### config.mk
export PLATFORM = sky130hd
export DESIGN_NAME = fir_pair_mac
export DESIGN_NICKNAME = d
export VERILOG_FILES = /design/src/rtl/fir_pair_pkg.sv /design/src/rtl/fir_pair_seq.sv /design/src/rtl/fir_pair_lane.sv /design/src/rtl/fir_pair_merge.sv /design/src/rtl/fir_pair_mac.sv
export SDC_FILE = /design/constraint.sdc
export NUM_CORES = 1
export LEC_CHECK = 0
export ABC_AREA = 1
export CORE_MARGIN = 3
export CORE_UTILIZATION = 30
export CTS_CLUSTER_DIAMETER = 100
export DETAILED_ROUTE_END_ITERATION = 6
export PLACE_DENSITY = 0.49
export RECOVER_POWER = 25
export SYNTH_ARGS = -nofsm -noshare
export SYNTH_HDL_FRONTEND = slang
export SYNTH_SLANG_ARGS = --single-unit
### constraint.sdc
create_clock -name clk -period 5.29 [get_ports clk]
set_input_delay 1.058 -clock clk [delete_from_list [all_inputs] [get_ports clk]]
set_output_delay 1.058 -clock clk [all_outputs]
set_load 0.05 [all_outputs]
### src/rtl/fir_pair_pkg.sv
package fir_pair_pkg;

  typedef enum logic [1:0] {
    ST_IDLE  = 2'd0,
    ST_ISSUE = 2'd1,
    ST_DRAIN = 2'd2
  } fir_state_e;

endpackage

### src/rtl/fir_pair_seq.sv
module fir_pair_seq
  import fir_pair_pkg::*;
#(
  parameter int TAPS = 8,
  parameter int HAW  = 4,
  localparam int HALF = TAPS / 2,
  localparam int CAW  = (HALF > 1) ? $clog2(HALF) : 1,
  localparam int IW   = $clog2(HALF + 1)
) (
  input  logic           clk,
  input  logic           rst_n,
  input  logic           start,
  output logic           accept,
  output logic [HAW-1:0] wr_ptr,
  output logic           rd_en,
  output logic [CAW-1:0] coef_addr,
  output logic [HAW-1:0] smp_addr_lo,
  output logic [HAW-1:0] smp_addr_hi,
  output logic           acc_en,
  output logic           done
);

  fir_state_e     state_q, state_nx;
  logic [IW-1:0]  iter_q, iter_nx;
  logic [HAW-1:0] head_q, head_nx;
  logic [HAW-1:0] rptr_q, rptr_nx;
  logic [CAW-1:0] caddr_q, caddr_nx;
  logic           rvld_q, rvld_nx;
  logic           done_q, done_nx;
  logic           ce_loop;

  // Handshake into the engine: only an idle engine takes a start.
  assign accept = start && (state_q == ST_IDLE);

  always_comb begin
    state_nx = state_q;
    iter_nx  = iter_q;
    head_nx  = head_q;
    rptr_nx  = rptr_q;
    caddr_nx = caddr_q;
    ce_loop  = 1'b0;
    unique case (state_q)
      ST_IDLE: begin
        if (start) begin
          state_nx = ST_ISSUE;
          iter_nx  = IW'(HALF);
          head_nx  = head_q + 1'b1;
          rptr_nx  = head_q;
          caddr_nx = '0;
          ce_loop  = 1'b1;
        end
      end
      ST_ISSUE: begin
        ce_loop  = 1'b1;
        iter_nx  = iter_q - 1'b1;
        rptr_nx  = rptr_q - HAW'(2);
        caddr_nx = caddr_q + 1'b1;
        if (iter_q == IW'(1)) begin
          state_nx = ST_DRAIN;
        end
      end
      ST_DRAIN: begin
        state_nx = ST_IDLE;
      end
      default: begin
        state_nx = ST_IDLE;
      end
    endcase
    rvld_nx = (state_q == ST_ISSUE);
    done_nx = (state_q == ST_DRAIN);
  end

  always_ff @(posedge clk or negedge rst_n) begin
    if (!rst_n) begin
      state_q <= ST_IDLE;
      head_q  <= '0;
      rvld_q  <= 1'b0;
      done_q  <= 1'b0;
    end else begin
      state_q <= state_nx;
      head_q  <= head_nx;
      rvld_q  <= rvld_nx;
      done_q  <= done_nx;
    end
  end

  always_ff @(posedge clk or negedge rst_n) begin
    if (!rst_n) begin
      iter_q  <= '0;
      rptr_q  <= '0;
      caddr_q <= '0;
    end else if (ce_loop) begin
      iter_q  <= iter_nx;
      rptr_q  <= rptr_nx;
      caddr_q <= caddr_nx;
    end
  end

  assign wr_ptr      = head_q;
  assign rd_en       = (state_q == ST_ISSUE);
  assign coef_addr   = caddr_q;
  assign smp_addr_lo = rptr_q;
  assign smp_addr_hi = rptr_q - 1'b1;
  assign acc_en      = rvld_q;
  assign done        = done_q;

endmodule

### src/rtl/fir_pair_lane.sv
module fir_pair_lane #(
  parameter int DW   = 16,
  parameter int ACCW = 40,
  localparam int PW  = 2 * DW
) (
  input  logic            clk,
  input  logic            rst_n,
  input  logic            clr,
  input  logic            en,
  input  logic [DW-1:0]   coef,
  input  logic [DW-1:0]   smp,
  output logic [ACCW-1:0] acc
);

  logic signed [PW-1:0] prod;
  logic [ACCW-1:0]      prod_ext;
  logic [ACCW-1:0]      acc_q, acc_nx;
  logic                 ce;

  assign prod     = $signed(coef) * $signed(smp);
  assign prod_ext = {{(ACCW - PW){prod[PW-1]}}, prod};

  // Clear wins over accumulate; they never coincide in normal use.
  always_comb begin
    ce     = clr || en;
    acc_nx = clr ? '0 : (acc_q + prod_ext);
  end

  always_ff @(posedge clk or negedge rst_n) begin
    if (!rst_n) begin
      acc_q <= '0;
    end else if (ce) begin
      acc_q <= acc_nx;
    end
  end

  assign acc = acc_q;

endmodule

### src/rtl/fir_pair_merge.sv
module fir_pair_merge #(
  parameter int DW   = 16,
  parameter int ACCW = 40
) (
  input  logic [ACCW-1:0] acc_even,
  input  logic [ACCW-1:0] acc_odd,
  output logic [DW-1:0]   result
);

  logic [ACCW-1:0] total;

  assign total  = acc_even + acc_odd;
  assign result = total[DW-1:0];

endmodule

### src/rtl/fir_pair_mac.sv
module fir_pair_mac #(
  parameter int TAPS = 8,
  parameter int DW   = 16,
  parameter int HAW  = 4,
  parameter int ACCW = 40,
  localparam int HALF = TAPS / 2,
  localparam int CAW  = (HALF > 1) ? $clog2(HALF) : 1,
  localparam int LANES = 2
) (
  input  logic              clk,
  input  logic              rst_n,
  input  logic              start,
  input  logic [DW-1:0]     sample_in,
  output logic              hist_we,
  output logic [HAW-1:0]    hist_waddr,
  output logic [DW-1:0]     hist_wdata,
  output logic              rd_en,
  output logic [CAW-1:0]    coef_addr,
  input  logic [2*DW-1:0]   coef_rdata,
  output logic [HAW-1:0]    smp_addr_lo,
  output logic [HAW-1:0]    smp_addr_hi,
  input  logic [2*DW-1:0]   smp_rdata,
  output logic [DW-1:0]     y_out,
  output logic              y_valid
);

  logic            accept;
  logic            acc_en;
  logic [ACCW-1:0] lane_acc [LANES];

  fir_pair_seq #(
    .TAPS (TAPS),
    .HAW  (HAW)
  ) u_seq (
    .clk         (clk),
    .rst_n       (rst_n),
    .start       (start),
    .accept      (accept),
    .wr_ptr      (hist_waddr),
    .rd_en       (rd_en),
    .coef_addr   (coef_addr),
    .smp_addr_lo (smp_addr_lo),
    .smp_addr_hi (smp_addr_hi),
    .acc_en      (acc_en),
    .done        (y_valid)
  );

  assign hist_we    = accept;
  assign hist_wdata = sample_in;

  // Lane 0 takes the low halves (even taps), lane 1 the high halves (odd taps).
  for (genvar g = 0; g < LANES; g++) begin : g_lane
    fir_pair_lane #(
      .DW   (DW),
      .ACCW (ACCW)
    ) u_lane (
      .clk   (clk),
      .rst_n (rst_n),
      .clr   (accept),
      .en    (acc_en),
      .coef  (coef_rdata[g*DW +: DW]),
      .smp   (smp_rdata[g*DW +: DW]),
      .acc   (lane_acc[g])
    );
  end

  fir_pair_merge #(
    .DW   (DW),
    .ACCW (ACCW)
  ) u_merge (
    .acc_even (lane_acc[0]),
    .acc_odd  (lane_acc[1]),
    .result   (y_out)
  );

endmodule

==> results.yml, run 1 <==
clock_tree:
  cts-root-buf: "clkbuf_16"
  ctsHtreeMaxLevel: 2
  cts_tree: "built"
  cts_buffer_depth: 2
  clk_latency_ns: 0.30
  numCtsBuffers: 5
  cts.sinks: 49
  clkTransAtPathRegs_ns: 0.07
synth:
  synth.distinct_cells: 49
  synthArstFlopShare_pct: 100.0
  yosys_warnings: 0
  synth_commonest_cells: "530 x nand2_1, 513 x inv_1, 173 x ha_1, 161 x fa_1, 79 x a21oi_1"
  ys.flop_type: "dfrtp_1"
  synth-edff-count: 0
  avgSynthCellArea_sq_um: 6.984
  synth_area_leader_cell: "fa_1"
  yosys_register_bits: 49
  synth_nets: 2303
  synth.area.top_cells: "fa_1 24%, ha_1 16%, nand2_1 15%, inv_1 15%, dfrtp_1 9.3%"
  syn_inst: 1886
  synth_top_cell_area_share_pct: 24.47
  yosysMostFrequentCell: "nand2_1"
  synth_area_sq_um: 13170
  synth_seq_area_share_pct: 9.309
setup_path:
  crit_arrival_ns: 6.48
  r2r-end: "g_lane[1].u_lane.acc[2]$_DFFE_PN0P_"
  critPathRequiredTime_ns: 5.48
  worst_path_max_delay_cell: "fa_1"
  r2r_cells: 9
  critPathKind: "input pin to flip-flop"
  cp-start-kind: "input pin"
  r2r_start: "u_seq.state_q[1]$_DFFE_PN0P_"
  crit_path_end_kind: "flip-flop"
  path_max_fanout: 3
  slowest_delay_ns: 0.59
  r2r_slack_ns: 2.79
worst_hold_path:
  min_to: "u_seq.done$_DFF_PN0_"
  hp-class: "flip-flop to flip-flop"
  min_from: "u_seq.state_q[0]$_DFFE_PN0P_"
  hold_depth: 1
timing:
  setup_viol: 17
  fin_crit_ns: 6.294
  slew_headroom_pct: -89.59
  setup_slack_ns: -1.004
  fmax_ghz: 0.1589
  max_slew.worst_pin.slew_ns: 2.844
  skew_ns: 0.01084
  hold_violations: 0
  grt_setup_unrepaired: "yes"
  tns_ns: -10.08
  finalMaxSlewViolations: 50
  fin_crit_sh_pct: 119.0
  hold_ws_ns: 0.4615
finish:
  drive_gt1_share_pct: 27.89
  fill_cells: 4418
  nets: 2608
  fin_util_pct: 42.20
  instances_no_fill: 2776
  synthToLayoutAreaGrowth_pct: 38.62
  antennaDiodeCount: 0
floorplanning:
  fp.dieW_um: 215.5
  dieArea_sq_um: 46460
  num_rows: 76
  io-pin-count: 132
  die_height_um: 215.5
  start_util_pct: 30.44
  coreArea_sq_um: 43270
global_route:
  track_usage_pct: 16.12
  first_global_vias: 12750
  grt_pass1_wl_mm: 62.60
  grt_overflow: 0
  grt_max_degree: 50
  antenna_found_initial: 0
drt:
  wl_per_cell_um: 13.45
  wirelength_mm: 37.34
  drc_errors: 0
  vias: 12360
  vias_per_cell: 4.452
  ant_nets: 0
  drt_iter0_markers: 545
  firstDrtPassIters: 5
status:
  violations: "capacitance limit, slew limit, setup timing"
  status: "finished with violations"
placed_design:
  routabilityCongestion: 0.8509
  portBuffers: 99
  place_inst: 2702
  dp.final_hpwl_mm: 30.75
run:
  drv_cap: 1
## worst max path at each step
stage,start,endpoint,slack (ns),cells after the start
after floorplan,coef_rdata[18],g_lane[1].u_lane.acc[15]$_DFFE_PN0P_,-0.94,29
after global placement,coef_rdata[3],g_lane[0].u_lane.acc[15]$_DFFE_PN0P_,-1.86,33
after detailed placement,coef_rdata[3],g_lane[0].u_lane.acc[15]$_DFFE_PN0P_,-1.86,31
after CTS,smp_rdata[4],g_lane[0].u_lane.acc[15]$_DFFE_PN0P_,-1.04,34
after global routing,smp_rdata[1],g_lane[0].u_lane.acc[15]$_DFFE_PN0P_,-1.29,29
final,coef_rdata[11],g_lane[0].u_lane.acc[15]$_DFFE_PN0P_,-1.00,25
## logic make-up (layout without fill, tap and decap cells)
| group | after synthesis | count (layout) | share of synthesized area [%] |
|---|---|---|---|
| compound gates | 180 | 180 | 7.733 |
| flops | 49 | 49 | 9.309 |
| fa+ha+maj | 334 | 334 | 40.90 |
| buf+inv | 585 | 890 | 17.48 |
| xor+xnor | 59 | 59 | 3.980 |
| simple gates | 679 | 679 | 20.59 |
## through the flow
stage | worst slack [ns] | area [sq um]
6_report | -1.004 | 18260
3_3_place_gp | -1.858 | 16530
4_1_cts | -1.035 | 17800
2_1_floorplan | -0.9440 | 13820
5_1_grt | -1.287 | 18260
3_5_place_dp | -1.857 | 16530
## critical path: cells and delay by family
kind / cells / cell delay [ns]
xor+xnor: 1 / 0.13
fa+ha+maj: 8 / 3.72
buf+inv: 9 / 1.09
simple gates: 7 / 0.48
## final cells by class
type,count,area (sq um),share of cell area [%]
clock inverters,2,38.79,0.2124
well taps,585,732.0,4.009
repair buffers,366,3223,17.65
flip-flops and latches,49,1226,6.716
inverters,517,1951,10.68
multi-input cells,1252,10960,60.04
clock buffers,5,125.1,0.6853
## what timing repair did
item                       4_1_cts  5_1_grt
hold buffers                     0        0
pin swaps                      195      127
buffers inserted                60       15
cloned                           1        0
gates resized for setup        366      153
setup endpoints to repair       21       19
## flip-flops by register name (all words and copies together) (netlist names)
signal / flops
u_seq.iter_q: 3
u_seq.done: 1
u_seq.wr_ptr: 4
u_seq.acc_en: 1
u_seq.smp_addr_lo: 4
u_seq.state_q: 2
u_seq.coef_addr: 2
g_lane.u_lane.acc: 32
## per-layer routing
layer	vias to the layer above	wire, um	track usage [%]
met3	28	1286	1.760
li1	6207	-	-
met4	0	440	2.137
met5	-	0	0
met1	5924	18080	22.94
met2	200	17540	27.14
## cell usage in the layout, fill, tap and decap left out, types with 7 or more instances in the layout
cell type / synthesis / layout
clkdlybuf4s50_1: 0 / 54
nor2_1: 49 / 37
nand2_2: 5 / 55
fa_2: 0 / 8
nor2_2: 1 / 9
dfrtp_1: 49 / 49
buf_12: 0 / 9
buf_2: 6 / 8
a21oi_4: 0 / 8
inv_2: 3 / 77
buf_6: 0 / 52
o21ai_0: 46 / 25
a21oi_1: 79 / 52
nor3_2: 0 / 7
buf_8: 0 / 7
ha_2: 0 / 9
a21o_1: 9 / 9
fa_1: 161 / 153
o21ai_1: 8 / 19
ha_4: 0 / 41
xnor2_1: 20 / 15
xor2_1: 38 / 36
buf_4: 25 / 215
ha_1: 173 / 123
nand2_4: 0 / 16
clkbuf_2: 4 / 8
a21oi_2: 1 / 20
inv_1: 513 / 435
nand3_1: 63 / 54
nand3_2: 1 / 10
o21ai_2: 0 / 9
nand2_1: 530 / 464
Power of run 1 is left out: the tool's default activity adds up to more than one toggle a clock period on the data nets, which glitch-free logic cannot reach.
==> run 2, diff against run 1 <==
--- a/config.mk
+++ b/config.mk
@@ -5,12 +5,11 @@
 export SDC_FILE = /design/constraint.sdc
 export NUM_CORES = 1
 export LEC_CHECK = 0
-export ABC_AREA = 1
 export CORE_MARGIN = 3
 export CORE_UTILIZATION = 30
 export CTS_CLUSTER_DIAMETER = 100
 export DETAILED_ROUTE_END_ITERATION = 6
-export PLACE_DENSITY = 0.49
+export PLACE_DENSITY = 0.5
 export RECOVER_POWER = 25
 export SYNTH_ARGS = -nofsm -noshare
 export SYNTH_HDL_FRONTEND = slang
==> run 2 against run 1 <==
Compared with the run above: the flow still finishes with violations (capacitance limit, slew limit, setup timing); non-clock buffer count fell by 44; synthesized cell count fell by 24%; core utilization fell by 0.62 points; die area fell by 6.8%; design area fell by 8.9%; worst setup slack got worse by 0.0095 ns; highest routed layer unchanged; hold slack improved by 0.030 ns.
==> results.yml, run 2 <==
setup_path:
  critPathRequiredTime_ns: 5.49
  crit_arrival_ns: 6.51
  crit_path_end_kind: "flip-flop"
  path_max_fanout: 5
  cp-start-kind: "input pin"
  critPathKind: "input pin to flip-flop"
synth:
  synth_nets: 1856
  synth-edff-count: 0
  synth_mux_area_share_pct: 1.480
  synth-xor-area-share_pct: 8.789
  synth_area_sq_um: 12260
  synth-simple-area-share_pct: 16.99
  synthAdderAreaFrac_pct: 43.96
  yosys_register_bits: 49
  syn_inst: 1439
  synthArstFlopShare_pct: 100.0
  synth_compound_area_share_pct: 7.922
  avgSynthCellArea_sq_um: 8.518
  synth_seq_area_share_pct: 10.00
  synth_top_family_by_area: "adder cells"
  synth_commonest_cells: "277 x inv_1, 173 x ha_1, 168 x nand2_1, 161 x fa_1, 133 x and2_1"
  synth.area.top_cells: "fa_1 26%, ha_1 18%, dfrtp_1 10%, inv_1 8.5%, and2_1 6.8%"
  yosysMostFrequentCell: "inv_1"
  synth.distinct_cells: 56
  yosys_warnings: 0
  synth_area_leader_cell: "fa_1"
  synth_top_cell_area_share_pct: 26.30
  ys.flop_type: "dfrtp_1"
timing:
  fin_crit_sh_pct: 119.2
  fmax_ghz: 0.1586
  finalMaxSlewViolations: 50
  grt_setup_unrepaired: "yes"
  max_slew.worst_pin.slew_ns: 2.756
  slew_headroom_pct: -83.76
  tns_ns: -10.74
  skew_ns: 0.01257
  setup_slack_ns: -1.014
  setup_viol: 18
  fin_crit_ns: 6.304
  hold_violations: 0
floorplanning:
  die_height_um: 208.1
  start_util_pct: 30.64
  dieArea_sq_um: 43320
  coreArea_sq_um: 40010
  io-pin-count: 132
  fp.dieW_um: 208.1
  num_rows: 73
placed_design:
  place_inst: 2188
  routabilityCongestion: 0.8820
  portBuffers: 99
  dp.final_hpwl_mm: 27.25
  placed_cell_area_sq_um: 15410
finish:
  mostFrequentLayoutCells: "250 x inv_1, 176 x buf_4, 157 x nand2_1"
  fill_cells: 4017
  antennaDiodeCount: 0
  final_common_cell: "inv_1"
  drive_gt1_share_pct: 26.05
  synthToLayoutAreaGrowth_pct: 35.73
  instances_no_fill: 2237
  design_area_sq_um: 16640
  largest_reg_flops: 32
  nets: 2128
global_route:
  grt_max_degree: 50
  grt_overflow: 0
  track_usage_pct: 15.56
  grt_pass1_wl_mm: 55.53
  first_global_vias: 10610
  antenna_found_initial: 0
clock_tree:
  ctsHtreeMaxLevel: 2
  cts_tree: "built"
  cts_buffer_depth: 2
  cts.sinks: 49
  numCtsBuffers: 5
  clkTransAtPathRegs_ns: 0.08
  clk_latency_ns: 0.30
  ctsHoldBuffers: 0
  cts-root-buf: "clkbuf_16"
drt:
  ant_nets: 0
  wl_per_cell_um: 14.89
  vias: 10070
  drt_iter0_markers: 318
  firstDrtPassIters: 4
  drc_errors: 0
  vias_per_cell: 4.503
  wirelength_mm: 33.30
status:
  violations: "capacitance limit, slew limit, setup timing"
  status: "finished with violations"
run:
  drv_cap: 1
worst_hold_path:
  hp-class: "flip-flop to flip-flop"
run 2: cell count changes after synthesis, moves of 9 or more:
cell / before / now
xnor2_1: 20 / 93
nand3_1: 63 / 7
and2_1: 1 / 133
nand2_1: 530 / 168
mux2i_1: 0 / 17
a21oi_1: 79 / 48
nor2_1: 49 / 58
nor2b_1: 0 / 16
inv_1: 513 / 277
run 2: worst max-delay path, cell delays in order:
cell and delay [ns]:
buf_8 0.10, buf_6 0.12, and2_4 0.13, fa_1 0.53, inv_1 0.05, fa_1 0.51
fa_1 0.43, fa_1 0.50, inv_2 0.04, fa_1 0.49, inv_1 0.05, fa_1 0.51
inv_2 0.05, ha_4 0.31, o2111ai_4 0.10, nand3_2 0.13, buf_6 0.11, nor2_4 0.03
xnor2_2 0.14, ha_4 0.29, nor2_4 0.04, a21oi_2 0.14, o41ai_4 0.11, buf_4 0.15
xor2_1 0.15, a211oi_1 0.22
run 2: kinds of logic after synthesis:
kind of cell / count (synthesis)
buffers and inverters: 334
DFF: 49
xor gates and xnor gates: 123
AOI/OAI and AO/OA: 157
adders and majority gates: 334
muxes: 18
and+or+nand+nor: 424
run 2: per-layer routing:
| metal | vias to the layer above | routed length (um) | global-route usage, % |
|---|---|---|---|
| met4 | 0 | 217 | 1.442 |
| li1 | 4988 | - | - |
| met1 | 4895 | 15810 | 22.47 |
| met3 | 23 | 1728 | 2.654 |
| met5 | - | 0 | 0 |
| met2 | 168 | 15540 | 25.45 |
run 2: layout make-up:
class                           count  area (sq um)  area share (%)
Timing Repair Buffer              322          2889           17.37
Sequential cell                    49          1226           7.371
Clock buffer                        5         125.1          0.7521
Multi-Input combinational cell   1056         10670           64.14
Inverter                          277          1040           6.250
Clock inverter                      3         28.78          0.1730
Tap cell                          525         656.9           3.949
run 2: repair_timing:
| action | 4_1_cts | 5_1_grt |
|---|---|---|
| resized for setup | 309 | 59 |
| setup endpoints to repair | 20 | 20 |
| setup buffers | 33 | 15 |
| pin swaps | 135 | 75 |
| gates cloned | 3 | 0 |
run 2: worst paths after layout:
kind                       slack, ns  depth (start not counted)                              endpoint                                 from
setup / recovery               -1.01                         26  g_lane[1].u_lane.acc[13]$_DFFE_PN0P_                        smp_rdata[22]
hold / removal                  0.49                          1        u_seq.coef_addr[1]$_DFFE_PN0P_       u_seq.coef_addr[1]$_DFFE_PN0P_
setup reg to reg                2.64                         10  g_lane[1].u_lane.acc[13]$_DFFE_PN0P_  g_lane[1].u_lane.acc[1]$_DFFE_PN0P_
hold reg to reg                 0.49                          1        u_seq.coef_addr[1]$_DFFE_PN0P_       u_seq.coef_addr[1]$_DFFE_PN0P_
max in group asynchronous       1.98                          2  g_lane[0].u_lane.acc[14]$_DFFE_PN0P_                                rst_n
min in group asynchronous       1.72                          2           u_seq.iter_q[1]$_DFFE_PN0P_                                rst_n
run 2: per-stage QoR:
step | setup slack, ns | util (%) | hold slack [ns]
after floorplan | -1.005 | - | 0.4877
after global placement | -1.768 | 38.53 | 0.4783
after detailed placement | -1.768 | 38.53 | 0.4815
after CTS | -1.019 | 40.98 | 0.4989
after global routing | -1.183 | 41.58 | 0.5531
final | -1.014 | 41.58 | 0.4910
Power of run 2 is left out for the same reason.
